**src/rtl/spimp_pkg.sv**
```systemverilog
package spimp_pkg;

  localparam int CMD_BITS = 8;

  // command classes, decoded from the top two command bits
  typedef enum logic [1:0] {
    K_CTRL  = 2'd0,
    K_WRITE = 2'd1,
    K_READ  = 2'd2
  } kind_e;

  typedef enum logic [1:0] {
    PH_CMD  = 2'd0,
    PH_ADDR = 2'd1,
    PH_DATA = 2'd2
  } phase_e;

  localparam logic [CMD_BITS-1:0] RD_QUIET = 8'hC0;
  localparam logic [CMD_BITS-1:0] WR_QUIET = 8'h80;

  function automatic kind_e cmd_kind(input logic [CMD_BITS-1:0] c);
    case (c[CMD_BITS-1 -: 2])
      2'b11:   return K_READ;
      2'b10:   return K_WRITE;
      default: return K_CTRL;
    endcase
  endfunction

  function automatic logic cmd_raises_irq(input logic [CMD_BITS-1:0] c);
    return (c != RD_QUIET) && (c != WR_QUIET);
  endfunction

endpackage

```
**src/rtl/spimp_sync.sv**
```systemverilog
// Brings the serial pins into the system clock domain and recovers edges.
module spimp_sync #(
  parameter int SYNC_STAGES = 2
) (
  input  logic clk,
  input  logic rst_n,
  input  logic cs_n,
  input  logic sck,
  input  logic mosi,
  output logic sel,
  output logic desel_ev,
  output logic sck_rise,
  output logic sck_fall,
  output logic mosi_s
);
  localparam int LANES = 3;
  localparam int CHAIN_W = SYNC_STAGES * LANES;
  localparam logic [LANES-1:0] IDLE = 3'b001;  // {mosi, sck, cs_n}

  logic [CHAIN_W-1:0] chain;
  logic [LANES-1:0]   tap;
  logic               sck_q, cs_q;

  always_ff @(posedge clk or negedge rst_n) begin
    if (!rst_n) chain <= {SYNC_STAGES{IDLE}};
    else        chain <= {chain[CHAIN_W-LANES-1:0], mosi, sck, cs_n};
  end

  assign tap = chain[CHAIN_W-1 -: LANES];

  always_ff @(posedge clk or negedge rst_n) begin
    if (!rst_n) begin
      sck_q <= 1'b0;
      cs_q  <= 1'b1;
    end else begin
      sck_q <= tap[1];
      cs_q  <= tap[0];
    end
  end

  assign sel      = !tap[0];
  assign desel_ev = tap[0] && !cs_q;
  assign sck_rise = sel && tap[1] && !sck_q;
  assign sck_fall = sel && !tap[1] && sck_q;
  assign mosi_s   = tap[2];
endmodule

```
**src/rtl/spimp_frame.sv**
```systemverilog
// Splits the serial stream into command, address and data fields.
module spimp_frame import spimp_pkg::*; #(
  parameter int ADDR_W = 16,
  parameter int DATA_W = 8
) (
  input  logic                      clk,
  input  logic                      rst_n,
  input  logic                      sel,
  input  logic                      sck_rise,
  input  logic                      mosi_s,
  output logic [CMD_BITS-1:0]       cmd_q,
  output logic                      cmd_valid,
  output logic [ADDR_W-1:0]         addr_q,
  output logic [DATA_W-1:0]         byte_q,
  output logic                      ev_addr,
  output logic                      ev_byte,
  output logic                      in_data,
  output logic [$clog2(DATA_W)-1:0] data_pos
);
  localparam int CNT_W  = $clog2(ADDR_W);
  localparam int DPOS_W = $clog2(DATA_W);
  localparam logic [CNT_W-1:0] CMD_LAST  = CNT_W'(CMD_BITS - 1);
  localparam logic [CNT_W-1:0] ADDR_LAST = CNT_W'(ADDR_W - 1);
  localparam logic [CNT_W-1:0] DATA_LAST = CNT_W'(DATA_W - 1);

  phase_e            phase;
  logic [CNT_W-1:0]  cnt;
  logic [ADDR_W-1:0] shreg, nxt;

  assign nxt = {shreg[ADDR_W-2:0], mosi_s};

  always_ff @(posedge clk or negedge rst_n) begin
    if (!rst_n) begin
      phase     <= PH_CMD;
      cnt       <= '0;
      shreg     <= '0;
      cmd_q     <= '0;
      cmd_valid <= 1'b0;
      addr_q    <= '0;
      byte_q    <= '0;
      ev_addr   <= 1'b0;
      ev_byte   <= 1'b0;
    end else begin
      ev_addr <= 1'b0;
      ev_byte <= 1'b0;
      if (!sel) begin
        phase     <= PH_CMD;
        cnt       <= '0;
        cmd_valid <= 1'b0;
      end else if (sck_rise) begin
        shreg <= nxt;
        case (phase)
          PH_CMD: begin
            if (cnt == CMD_LAST) begin
              cmd_q     <= nxt[CMD_BITS-1:0];
              cmd_valid <= 1'b1;
              phase     <= PH_ADDR;
              cnt       <= '0;
            end else cnt <= cnt + 1'b1;
          end
          PH_ADDR: begin
            if (cnt == ADDR_LAST) begin
              addr_q  <= nxt;
              ev_addr <= 1'b1;
              phase   <= PH_DATA;
              cnt     <= '0;
            end else cnt <= cnt + 1'b1;
          end
          default: begin
            if (cnt == DATA_LAST) begin
              byte_q  <= nxt[DATA_W-1:0];
              ev_byte <= 1'b1;
              cnt     <= '0;
            end else cnt <= cnt + 1'b1;
          end
        endcase
      end
    end
  end

  assign in_data  = (phase == PH_DATA);
  assign data_pos = cnt[DPOS_W-1:0];
endmodule

```
**src/rtl/spimp_bus.sv**
```systemverilog
// Issues one memory request per byte and keeps the running byte pointer.
module spimp_bus import spimp_pkg::*; #(
  parameter int ADDR_W = 16,
  parameter int DATA_W = 8
) (
  input  logic              clk,
  input  logic              rst_n,
  input  kind_e             kind,
  input  logic              ev_addr,
  input  logic              ev_byte,
  input  logic [ADDR_W-1:0] addr_in,
  input  logic [DATA_W-1:0] byte_in,
  output logic              mem_req,
  output logic              mem_we,
  output logic [ADDR_W-1:0] mem_addr,
  output logic [DATA_W-1:0] mem_wdata,
  input  logic              mem_ack,
  input  logic [DATA_W-1:0] mem_rdata,
  output logic [DATA_W-1:0] rd_buf,
  output logic              ev_issue
);
  function automatic logic [ADDR_W-1:0] step_addr(input logic [ADDR_W-1:0] a);
    return a + 1'b1;  // wraps at the top of the address space
  endfunction

  logic [ADDR_W-1:0] ptr, tgt;
  logic              want_rd, want_wr, slot_free;

  always_comb begin
    want_rd   = (kind == K_READ) && (ev_addr || ev_byte);
    want_wr   = (kind == K_WRITE) && ev_byte;
    tgt       = ev_addr ? addr_in : ptr;
    slot_free = !mem_req || mem_ack;
  end

  assign ev_issue = (want_rd || want_wr) && slot_free;

  always_ff @(posedge clk or negedge rst_n) begin
    if (!rst_n) begin
      ptr       <= '0;
      mem_req   <= 1'b0;
      mem_we    <= 1'b0;
      mem_addr  <= '0;
      mem_wdata <= '0;
      rd_buf    <= '0;
    end else begin
      if (mem_req && mem_ack) begin
        mem_req <= 1'b0;
        if (!mem_we) rd_buf <= mem_rdata;
      end
      if (ev_addr) ptr <= addr_in;
      if (ev_issue) begin
        mem_req   <= 1'b1;
        mem_we    <= want_wr;
        mem_addr  <= tgt;
        mem_wdata <= byte_in;
        ptr       <= step_addr(tgt);
      end
    end
  end
endmodule

```
**src/rtl/spimp_tx.sv**
```systemverilog
// Output shifter: loads a fetched byte at each byte boundary, shifts on falls.
module spimp_tx #(
  parameter int DATA_W = 8
) (
  input  logic                      clk,
  input  logic                      rst_n,
  input  logic                      sel,
  input  logic                      sck_fall,
  input  logic                      in_data,
  input  logic                      is_read,
  input  logic [$clog2(DATA_W)-1:0] data_pos,
  input  logic [DATA_W-1:0]         rd_buf,
  output logic                      miso,
  output logic                      miso_oe
);
  logic [DATA_W-1:0] txsh;

  always_ff @(posedge clk or negedge rst_n) begin
    if (!rst_n)      txsh <= '0;
    else if (!sel)   txsh <= '0;
    else if (sck_fall && in_data && is_read) begin
      if (data_pos == '0) txsh <= rd_buf;
      else                txsh <= {txsh[DATA_W-2:0], 1'b0};
    end
  end

  assign miso    = txsh[DATA_W-1];
  assign miso_oe = sel;
endmodule

```
**src/rtl/spi_mem_port.sv**
```systemverilog
module spi_mem_port import spimp_pkg::*; #(
  parameter int SYNC_STAGES = 2,
  parameter int ADDR_W      = 16,
  parameter int DATA_W      = 8
) (
  input  logic                clk,
  input  logic                rst_n,
  input  logic                spi_cs_n,
  input  logic                spi_sck,
  input  logic                spi_mosi,
  output logic                spi_miso,
  output logic                spi_miso_oe,
  output logic                mem_req,
  output logic                mem_we,
  output logic [ADDR_W-1:0]   mem_addr,
  output logic [DATA_W-1:0]   mem_wdata,
  input  logic                mem_ack,
  input  logic [DATA_W-1:0]   mem_rdata,
  output logic                cpu_irq,
  output logic [CMD_BITS-1:0] last_cmd,
  output logic [ADDR_W-1:0]   last_addr
);
  localparam int DPOS_W = $clog2(DATA_W);

  // named internal events, also watched by the bound checker
  logic                sel_w, desel_w, rise_w, fall_w, mosi_w;
  logic                ev_addr_w, ev_byte_w, ev_issue_w;
  logic                cmd_valid_w, in_data_w;
  logic [DPOS_W-1:0]   dpos_w;
  logic [CMD_BITS-1:0] cmd_w;
  logic [ADDR_W-1:0]   addr_w;
  logic [DATA_W-1:0]   byte_w, rd_buf_w;
  kind_e               kind_w;

  spimp_sync #(.SYNC_STAGES(SYNC_STAGES)) u_sync (
    .clk(clk), .rst_n(rst_n),
    .cs_n(spi_cs_n), .sck(spi_sck), .mosi(spi_mosi),
    .sel(sel_w), .desel_ev(desel_w),
    .sck_rise(rise_w), .sck_fall(fall_w), .mosi_s(mosi_w)
  );

  spimp_frame #(.ADDR_W(ADDR_W), .DATA_W(DATA_W)) u_frame (
    .clk(clk), .rst_n(rst_n),
    .sel(sel_w), .sck_rise(rise_w), .mosi_s(mosi_w),
    .cmd_q(cmd_w), .cmd_valid(cmd_valid_w),
    .addr_q(addr_w), .byte_q(byte_w),
    .ev_addr(ev_addr_w), .ev_byte(ev_byte_w),
    .in_data(in_data_w), .data_pos(dpos_w)
  );

  assign kind_w = cmd_kind(cmd_w);

  spimp_bus #(.ADDR_W(ADDR_W), .DATA_W(DATA_W)) u_bus (
    .clk(clk), .rst_n(rst_n),
    .kind(kind_w), .ev_addr(ev_addr_w), .ev_byte(ev_byte_w),
    .addr_in(addr_w), .byte_in(byte_w),
    .mem_req(mem_req), .mem_we(mem_we), .mem_addr(mem_addr),
    .mem_wdata(mem_wdata), .mem_ack(mem_ack), .mem_rdata(mem_rdata),
    .rd_buf(rd_buf_w), .ev_issue(ev_issue_w)
  );

  spimp_tx #(.DATA_W(DATA_W)) u_tx (
    .clk(clk), .rst_n(rst_n),
    .sel(sel_w), .sck_fall(fall_w), .in_data(in_data_w),
    .is_read(kind_w == K_READ), .data_pos(dpos_w), .rd_buf(rd_buf_w),
    .miso(spi_miso), .miso_oe(spi_miso_oe)
  );

  // interrupt: one pulse per deselect that closes a complete command byte
  always_ff @(posedge clk or negedge rst_n) begin
    if (!rst_n) cpu_irq <= 1'b0;
    else        cpu_irq <= desel_w && cmd_valid_w && cmd_raises_irq(cmd_w);
  end

  assign last_cmd  = cmd_w;
  assign last_addr = addr_w;
endmodule

```
**config.mk**
```make
export PLATFORM = sky130hd
export DESIGN_NAME = spi_mem_port
export DESIGN_NICKNAME = d
export VERILOG_FILES = /design/src/rtl/spimp_pkg.sv /design/src/rtl/spimp_sync.sv /design/src/rtl/spimp_frame.sv /design/src/rtl/spimp_bus.sv /design/src/rtl/spimp_tx.sv /design/src/rtl/spi_mem_port.sv
export SDC_FILE = /design/constraint.sdc
export NUM_CORES = 1
export LEC_CHECK = 0
export ABC_AREA = 1
export BUFFER_PORTS_ARGS = -buffer_cell sky130_fd_sc_hd__buf_2
export CAP_MARGIN = 15
export CORE_ASPECT_RATIO = 0.7
export CORE_MARGIN = 8
export CORE_UTILIZATION = 50
export DETAILED_ROUTE_END_ITERATION = 12
export PLACE_DENSITY = 0.7
export SLEW_MARGIN = 20
export SYNTH_ARGS = -nofsm -noshare
export SYNTH_HDL_FRONTEND = slang
export SYNTH_SLANG_ARGS = --single-unit
export TNS_END_PERCENT = 5
```
**constraint.sdc**
```tcl
create_clock -name clk -period 2.2 [get_ports clk]
set_clock_uncertainty 0.15 [all_clocks]
set_input_delay 0.33 -clock clk [delete_from_list [all_inputs] [get_ports clk]]
set_output_delay 0.33 -clock clk [all_outputs]
set_load 0.005 [all_outputs]
```
# After elaboration in Yosys (flattened, before gate mapping)

Index checks and enable logic that the tools add are counted.

$add $sub $neg: 2
Equality and inequality tests: 12
Mux-type cells: 30
Bitwise gates (word level): 3
Reduce and logical (&&, ||, !) cells: 38

Operator list:

| cell                                                 | count |
|---|---|
| 2-to-1 mux 16 bit                                    | 2 |
| 2-to-1 mux 8 bit                                     | 3 |
| 2-to-1 mux 4 bit                                     | 5 |
| adder 16 x 1 -> 16 bit (second input constant)       | 1 |
| != test 8 bit (second input constant)                | 2 |
| AND reduction 4 bit                                  | 4 |
| logical AND 1 bit                                    | 14 |
| 2-to-1 mux 1 bit                                     | 14 |
| nonzero test 2 bit                                   | 5 |
| equality test 2 bit (second input constant)          | 4 |
| 2-to-1 mux 2 bit                                     | 4 |
| one-hot mux 2 bit (2 select lines)                   | 2 |
| != test 3 x 2 -> 1 bit (second input constant)       | 2 |
| zero test 1 bit                                      | 5 |
| adder 4 x 1 -> 4 bit (second input constant)         | 1 |
| equality test 2 x 1 -> 1 bit (second input constant) | 2 |
| equality test 4 x 3 -> 1 bit (second input constant) | 1 |
| equality test 4 bit (second input constant)          | 1 |
| AND reduction 2 bit                                  | 2 |
| zero test 3 bit                                      | 1 |
| logical OR 1 bit                                     | 3 |
| NOT 1 bit                                            | 3 |
| AND reduction 3 bit                                  | 1 |
| nonzero test 3 bit                                   | 1 |
| other kinds (2)                                      | 2 |

Flip-flop bits (word level): 123
Input port bits: 14
Output and inout bits: 53

# Depth between registers and ports, before layout

Gate-level depths: netlist (run 1).

Depth in word-level cells: 7
Gate-level depth with buffers: 12
Gate-level depth less buffers: 10

# Hierarchy

From an unflattened synthesis (run 1), not the netlist that was laid out.

Cell total of the unflattened synthesis: 637
Area, all modules: 5683.0 sq um

Modules (own cells, without submodules):

| module       | times used | cells each | area an instance (sq um) |
|---|---|---|---|
| spimp_bus    | 1          | 316        | 2565.0 |
| spimp_frame  | 1          | 222        | 2314.7 |
| spimp_tx     | 1          | 70         | 493.0 |
| spimp_sync   | 1          | 15         | 235.2 |
| spi_mem_port | 1          | 14         | 75.1 |

# Worst setup path before layout (run 1)

OpenSTA, ideal clock, no wires.

Kind: reg2reg
From: register u_frame.ev_addr
To: register u_bus.ptr[10]
Data arrival time: 1.377 ns
Path slack: 0.553 ns
Cell stages (with the launch flop): 11
Path buffers: 2
Path through: dfrtp_1 buf_6 buf_6 nand2_1 nand2_2 ha_1 nand3_2 nor2_4 nand2_2 o21ai_1 nand2_1

Elaborated cells on any way between the ends: 7
Those cells by class: 1 x add/sub; 2 x mux; 4 x reduce/logical

RTL lines:

| item                     | RTL line          | source |
|---|---|---|
| start: declaration       | spimp_frame.sv:15 | `output logic ev_addr,` |
| start signal: assignment | spimp_frame.sv:41 | `ev_addr <= 1'b0;` |
| start signal: assignment | spimp_frame.sv:44 | `ev_addr <= 1'b0;` |
| start signal: assignment | spimp_frame.sv:64 | `ev_addr <= 1'b1;` |
| 2-to-1 mux 16 bit        | n/a               |  |
| named net u_bus.tgt[1]   | spimp_bus.sv:26   | `logic [ADDR_W-1:0] ptr, tgt;` |
| adder 16 x 1 -> 16 bit   | spimp_bus.sv:23   | `return a + 1'b1;` |
| 2-to-1 mux 16 bit        | spimp_bus.sv:52   | `if (ev_issue) begin` |
| end signal: assignment   | spimp_bus.sv:51   | `if (ev_addr) ptr <= addr_in;` |
| end signal: assignment   | spimp_bus.sv:57   | `ptr <= step_addr(tgt);` |
| end: declaration         | spimp_bus.sv:26   |  |

The timed path passes the listed nets, and every way through them passes these cells.
A chain may end at the register's enable or synchronous reset.

# Final worst setup path (run 1)

From: register u_frame.ev_addr
To: register u_bus.ptr[11]

Cells in the longest elaborated chain, start to end: 5
Elaborated cells on any way between the ends: 7
Those cells by class: 1 x add/sub; 2 x mux; 4 x reduce/logical

Ends and longest elaborated chain:

| item                                                           | RTL line |
|---|---|
| branches (longest 4 deep; another with adder 16 x 1 -> 16 bit) | n/a |
| 2-to-1 mux 16 bit (*)                                          | spimp_bus.sv:52 |

Every way passes the cells marked *.

==> summary.md, run 1 <==
| Metric | Value |
|---|---|
| P per Cell Area | `880 mW/mm^2` |
| Min Tclk post-route | `1990 ps` |
| Syn_area_per_cell | `9.08 sq um` |
| Core Box Area | `0.0104 sq mm` |
| Port bufs | `66` |
| Antenna cell count | `0` |
| Number of global-route vias before repair | `4100` |
| Compound-Gate Fraction of Synth Area | `0.0869` |
| CTS root buf | `clkbuf_16` |
| Slew @ Worst Pin | `572 ps` |
| Critical Path AT | `2140 ps` |
| Register area share after synthesis | `0.580` |
| Initial core utilization | `0.513` |
| Layout Nets | `688` |
| RSZ-0062 raised after global routing | `no` |
| Vias after detailed routing | `4170` |
| CTS Sinks | `123` |
| TritonCTS buffer count | `17` |
| Clock tree buffer depth | `2` |
| Syn-to-layout area delta | `22.6%` |
| Sequential share of power | `0.417` |
| TritonCTS clock tree | `done` |
| Pin count of the biggest net entering global routing | `46` |
| Final ANT Viol Nets | `0` |
| Crit path launch type | `register` |
| Dpl cell area | `around 0.0058 sq mm` |
| Status | `finished, final reports clean` |
| Synth area leader | `dfrtp_1` |
| Final instance area | `0.00651 sq mm` |
| Ys Warns | `0` |
| CP max FO | `17` |
| CP endpoint kind | `register` |
| Clock share of power | `0.524` |
| Residual DRC | `0` |
| Drt first-iter violations | `roughly 310` |
| # IOs | `67` |
| Max-cap viol count | `0` |
| Fin crit share | `0.906` |
| Hold WC Path Type | `input pin to register` |
| Synth top area cells | `dfrtp_1 57%, nand2_1 14%, o21ai_0 4.8%` |
| R2R cell count | `10` |
| Relative slew slack | `0.617` |
| FF+latch count, synth | `~120` |
| Final hold violations | `0` |
| Clk_lat worst skew | `410 ps` |
| Total gr overflow | `0` |
| Dpl hpwl | `8.83 mm` |
| Comb pwr share | `0.059` |
| CTS clock-pin slew for the worst setup and hold paths | `50 ps` |
| H-Tree Depth | `4` |
| Routed wire per std cell | `15.3 microns` |
| Reg2reg end | `u_bus.ptr[11]` |
| Largest family of logic cells by synthesized area | `simple AND/OR/NAND/NOR gates` |
| Fraction of layout instances using a drive strength above 1 | `0.236` |
| Syn nets | `between 600 and 700` |
| Syn Inst Count | `~600` |
| Initial antenna violation count | `0` |
| Max Clk Rate | `502 MHz` |
| Die Footprint | `0.0142 sq mm` |
| Setup TNS | `0 ps` |
| Hold path startpoint | `mem_rdata[7]` |
| Mux cell area share after synthesis | `0.0167` |
| Hold Path Stages | `3` |
| Filler cells | `approximately 890` |
| Post-synthesis xor/xnor area fraction | `0.0165` |
| Switch Pwr | `1.25 mW` |
| Register area | `between 0.003 and 0.004 sq mm` |
| Setup-failing EPs final | `0` |
| Sw frac | `0.219` |
| GRT Util Overall | `0.188` |
| Area of the multi-input gates | `0.00190 sq mm` |
| Hold EP | `u_bus.rd_buf[7]` |
| FP Rows | `31` |
| Lkg Pwr | `3.38 nW` |
| DRT Wirelength | `12.5 mm` |
| Via density | `5.12` |
| Netlist cell types | `37` |
| Worst R2R Start | `u_frame.ev_addr` |
| Peak supply drop | `0.618 mV` |
| Netlist Area Pre-Place | `0.00531 sq mm` |
| Critical Path Start | `u_frame.ev_addr` |
| Die width | `139 microns` |
| Cell-internal power | `4.47 mW` |
| Placer Congestion | `0.861` |
| Die Span Y | `just over 100 microns` |
| Worst reg2reg setup slack | `210 ps` |
| Top-area cell type share of the netlist area | `0.566` |
| First-pass GRT wire length | `20.9 mm` |
| Post-Synth Adder-Cell Area | `0.00707` |
| Simple-Gate Fraction of Synth Area | `0.230` |
| Critical Path RT | `2350 ps` |
| Critical path class | `register to register` |
| First-pass DRT Iterations | `5` |
| Max-slew violation count | `0` |
| Resized Gates After CTS | `0` |
==> cell type report <==
class	instances	share of cell area
flip-flops and latches	123	0.473
multi-input cells	391	0.292
repair buffers	87	0.0815
clock buffers	18	0.0674
clock inverters	13	0.0306
inverters	51	0.0302
well taps	132	0.0254
==> routing by layer <==
metal | vias up | global-route usage | wire [microns]
met3 | 15 | 0.0607 | 794
met4 | 0 | 0.0638 | 143
met2 | 120 | 0.276 | 5340
met1 | 2008 | 0.260 | 6180
li1 | 2027 | - | -
met5 | - | 0 | 0
==> stage by stage <==
step | util | std cells | power [mW] | hold slack [ps] | worst slack [ps]
2_1_floorplan | - | 585 | 2.62 | -116 | 553
3_3_place_gp | 0.556 | 773 | 2.74 | 136 | 253
3_5_place_dp | 0.556 | 773 | 2.75 | 141 | 258
4_1_cts | 0.629 | 815 | 5.77 | 7.07 | 218
5_1_grt | 0.629 | 815 | 5.93 | 49.6 | 49.1
6_report | 0.629 | 815 | 5.73 | 22.5 | 207
==> cell families after synthesis <==
kind of cell / count (synthesis)
xor+xnor: 10
buf+inv: 71
compound gates: 87
fa+ha+maj: 3
simple gates: 283
mux: 8
flops: 123
==> registers in the layout, indices dropped and copies added (netlist names) <==
register / count
u_bus.mem_we: 1
u_bus.ptr: 16
u_frame.byte_q: 8
u_sync.cs_q: 1
u_bus.mem_addr: 16
u_sync.chain: 6
u_frame.cnt: 4
u_tx.txsh: 8
u_frame.addr_q: 16
u_bus.rd_buf: 8
u_frame.cmd_q: 8
cpu_irq: 1
u_bus.mem_wdata: 8
u_frame.cmd_valid: 1
u_frame.shreg: 15
u_frame.phase: 2
u_frame.ev_addr: 1
u_bus.mem_req: 1
u_frame.ev_byte: 1
u_sync.sck_q: 1
==> synthesized netlist by cell type (all sizes together) <==
cell type	count
nand2	222
dfrtp	120
o21ai	70
inv	50
nor2	31
nand3	20
buf	14
xor2	9
a21oi	7
mux2	7
clkbuf	6
nand4	4
nor3	4
dfstp	3
ha	3
o22ai	3
a31oi	2
o211ai	2
o21bai	2
clkinv	1
mux2i	1
nand3b	1
nor4b	1
o31ai	1
xnor2	1
==> critical path, cell delays in order (launching register included) <==
cell and delay [ps]:
dfrtp_1 540, buf_4 290, nand2_1 70, o21ai_1 180
nand2_1 180, inv_1 80, nand2_1 60, nor2_2 120
nand2_1 80, nand2_1 60, nand2_1 60
==> worst max-delay path by stage <==
stage / to / slack [ps] / depth (start not counted)
floorplan: u_bus.ptr[10] / 550 / 10
global placement: u_bus.ptr[11] / 250 / 10
detailed placement: u_bus.ptr[11] / 260 / 10
CTS: u_bus.ptr[11] / 220 / 10
finish: u_bus.ptr[11] / 210 / 10
global route: u_bus.ptr[11] / 50 / 10
==> timing repair <==
item / 4_1_cts / 5_1_grt
setup buffers: 0 / 0
hold buffers: 11 / 0
hold endpoints to repair: 35 / 0
==> placed cells by master, fill, tap and decap left out, types with 7 or more instances in the layout <==
| master | netlist | final |
|---|---|---|
| xor2_1 | 9 | 9 |
| nor2_2 | 9 | 9 |
| nand2_2 | 21 | 21 |
| nor2_1 | 19 | 19 |
| clkbuf_16 | 0 | 17 |
| o21ai_0 | 51 | 51 |
| nand2_1 | 201 | 201 |
| a21oi_1 | 7 | 7 |
| buf_4 | 1 | 10 |
| inv_1 | 44 | 44 |
| dfrtp_1 | 120 | 120 |
| mux2_2 | 7 | 7 |
| buf_2 | 7 | 65 |
| nand3_1 | 18 | 18 |
| o21ai_1 | 18 | 18 |
| dlygate4sd3_1 | 0 | 11 |
==> power groups by stage <==
stage | sequential [mW] | clock (mW) | combinational, mW
finish | 2.39 | 3.00 | 0.340
global route | 2.39 | 3.14 | 0.390
CTS | 2.39 | 3.04 | 0.346
detailed placement | 2.42 | 0 | 0.326
global placement | 2.42 | 0 | 0.315
floorplan | 2.42 | 0 | 0.201
Note: power is estimated with default switching activity, not from simulation.
==> run 2: changes to the inputs <==
Settings changed: ABC_AREA 1 to unset.
==> run 2 against run 1 <==
  * Worst setup slack worse by 98 ps
  * Area after synthesis decreased by 1.2%
  * Largest cell class unchanged
  * Clock-buffer cell count up 4
  * Routed wire length shrank 7.6%
  * Register-to-register slack worse by 98 ps
  * Non-clock buffer count is 8 higher
  * Combinational power fell by 36%
  * Sequential share of layout area is 0.27 points higher
  * Synthesized cell count fell by 27%
  * Final area decreased by 0.56%
==> summary.md, run 2 <==
| Metric | Value |
|---|---|
| Clk_lat worst skew | `410 ps (about the same)` |
| Lkg Pwr | `3.20 nW (-5.5%)` |
| Die width | `138 microns (-0.54%)` |
| Max Clk Rate | `478 MHz (-4.7%)` |
| FP Rows | `31 (unchanged)` |
| Antenna cell count | `0 (unchanged)` |
| Layout Nets | `543 (-21%)` |
| Critical Path AT | `2260 ps (+120 ps)` |
| Relative slew slack | `0.621 (+0.00366)` |
| Dpl hpwl | `8.10 mm (-8.3%)` |
| Biggest regs | `u_bus.mem_addr (16), u_bus.ptr (16), u_frame.addr_q (16)` |
| P per Cell Area | `810 mW/mm^2 (-7.9%)` |
| Routed wire per std cell | `17.2 microns (+13%)` |
| Port bufs | `66 (unchanged)` |
| Fraction of layout instances using a drive strength above 1 | `0.348 (+0.113)` |
| PnR worst setup slack | `110 ps (-97.8 ps)` |
| Syn Inst Count | `428 (-27%)` |
| Slew @ Worst Pin | `568 ps (-3.76 ps)` |
| Synth area leader | `dfrtp_1` |
| TritonCTS buffer count | `17 (unchanged)` |
| First-pass GRT wire length | `19.5 mm (-6.6%)` |
| Met1 Use GR | `0.233 (-0.0276)` |
| Synth top cells by count | `120 x dfrtp_1, 58 x mux2_2, 56 x nand2_1` |
| CTS clock-pin slew for the worst setup and hold paths | `50 ps (about the same)` |
| Pre-CTS setup slack | `-25.8 ps (-284 ps)` |
| GRT Util Overall | `0.175 (-0.0130)` |
| Residual DRC | `0 (unchanged)` |
| Commonest non-fill, non-tap cell in the layout | `dfrtp_1` |
| Status | `finished, final reports clean` |
| Min Tclk post-route | `2090 ps (+97.8 ps)` |
| Syn-to-layout area delta | `23.4%` |
| Top_reg_cell synth | `dfrtp_1` |
| CP endpoint kind | `register` |
| Core Box Area | `0.0103 sq mm (-0.75%)` |
| TritonCTS clock tree | `done` |
| DRT Wirelength | `11.5 mm (-7.6%)` |
| Placer Congestion | `0.870 (+0.99%)` |
| Syn nets | `445 (-26%)` |
| First-pass DRT Iterations | `4 (-1)` |
| Ys Warns | `0 (unchanged)` |
| Final hold violations | `0 (unchanged)` |
| Final non-filler cell total | `669 (-18%)` |
| RSZ-0062 raised after global routing | `yes` |
| CTS root buf | `clkbuf_16` |
| Critical path class | `register to register` |
| Fin crit share | `0.950 (+0.0444)` |
| Async set-reset flop share out of synthesis | `1.00 (unchanged)` |
| CTS Sinks | `123 (unchanged)` |
| Register area share after synthesis | `0.587 (+0.00706)` |
| Commonest non-fill, non-tap cells in the layout | `120 x dfrtp_1, 65 x buf_2, 58 x mux2_2` |
| Drt first-iter violations | `231 (-26%)` |
| FF+latch count, synth | `123 (unchanged)` |
| Count leader, synth | `dfrtp_1` |
| Synth top area cells | `dfrtp_1 57%, mux2_2 12%, mux2i_1 4.2%` |
| Critical Path RT | `2370 ps (+20 ps)` |
| Crit path launch type | `register` |
| EDFF count, synth | `0 (unchanged)` |
| Die Footprint | `0.0141 sq mm (-1.0%)` |
| Setup-failing EPs final | `0 (unchanged)` |
| Top-area cell type share of the netlist area | `0.572 (+0.00688)` |
| Via density | `5.34 (+4.3%)` |
| Die Span Y | `102 microns (-0.51%)` |
| Netlist Area Pre-Place | `0.00525 sq mm (-1.2%)` |
| Layer with the highest usage | `met2` |
| Hold WC Path Type | `input pin to register` |
| Initial core utilization | `0.510 (-0.00234)` |
| Clock tree buffer depth | `2 (unchanged)` |
| Number of global-route vias before repair | `3745 (-8.7%)` |
| Initial antenna violation count | `0 (unchanged)` |
| CP max FO | `8 (-9)` |
| Met3 GRT Util | `0.0515 (-0.00914)` |
| Syn_area_per_cell | `12.3 sq um (+35%)` |
| Max-cap viol count | `0 (unchanged)` |
| Max-slew violation count | `0 (unchanged)` |
| Vias after detailed routing | `3571 (-14%)` |
| H-Tree Depth | `4 (unchanged)` |
| Pin count of the biggest net entering global routing | `44 (-4.3%)` |
| Final ANT Viol Nets | `0 (unchanged)` |
| GRT met2 Usage | `0.261 (-0.0144)` |
| Netlist cell types | `48 (+30%)` |
| Peak supply drop | `0.562 mV (-9.1%)` |
| Placed cell count | `629 (-19%)` |
| # IOs | `67 (unchanged)` |
| Total gr overflow | `0 (unchanged)` |
[run 2: cell count changes after synthesis, moves of 21 or more]
cell / before / now
nand2_1: 201 / 56
mux2_2: 7 / 58
inv_1: 44 / 5
o21ai_0: 51 / 1
mux2i_1: 1 / 22
nand2_2: 21 / 0
[run 2: layout make-up]
class / instances / area, sq um
Sequential cell: 123 / 3080
Clock inverter: 8 / 70.1
Fill cell: 802 / 3800
Inverter: 5 / 18.8
Multi-Input combinational cell: 284 / 2070
Tap cell: 132 / 165
Clock buffer: 22 / 474
Timing Repair Buffer: 95 / 596
[run 2: final timing paths]
path,start,endpoint,slack (ps),depth (start not counted)
setup / recovery,u_frame.ev_addr,u_bus.ptr[12],110,8
hold / removal,mem_rdata[5],u_bus.rd_buf[5],9,2
setup reg to reg,u_frame.ev_addr,u_bus.ptr[12],110,8
hold reg to reg,u_sync.chain[2],u_sync.chain[5],200,0
max in group asynchronous,rst_n,u_frame.addr_q[13],920,3
min in group asynchronous,rst_n,u_bus.mem_wdata[0],310,2
[run 2: repair_timing]
action | CTS | global route
buffers inserted | 0 | 2
hold buffers | 8 | 0
endpoints found under the hold margin | 47 | 0
pin swaps | 1 | 1
endpoints found under the setup margin | 3 | 4
resized for setup | 1 | 0
[run 2: stage by stage]
stage	cell area [sq um]	setup TNS [ps]	power [mW]	hold WS [ps]	util
finish	6470	0	5.25	9.08	0.630
global route	6470	-3.06	5.45	8.50	0.630
CTS	6460	0	5.31	0.228	0.628
detailed placement	5830	-28.9	2.72	187	0.567
global placement	5830	0	2.70	184	0.567
floorplan	5260	-452	2.58	-116	-
[run 2: power breakdown]
group | total (mW) | switching [mW] | internal (mW)
Sequential | 2.47 | 0.103 | 2.36
Combinational | 0.217 | 0.0991 | 0.118
Clock | 2.56 | 0.945 | 1.62
[run 2: cells by family after synthesis]
family / share of synthesized area
AO/OA/AOI/OAI: 0.0544
adder cells (fa/ha/maj): 0.00716
buffers and inverters: 0.0191
multiplexers: 0.166
AND/OR/NAND/NOR: 0.132
flip-flops: 0.587
XOR/XNOR: 0.0334
[run 2: worst max-delay path, stage by stage (launching register included)]
cell and delay [ps]:
dfrtp_1 420, mux2_2 290, ha_1 170, nand2_2 80, a2111oi_4 260, buf_4 200, nand4_1 130, xor2_1 160
mux2i_1 140
[run 2: routing by layer]
metal	vias up	share of wire
li1	1699	-
met1	1771	0.47
met2	92	0.46
met3	9	0.062
met4	0	0.0072
met5	-	0
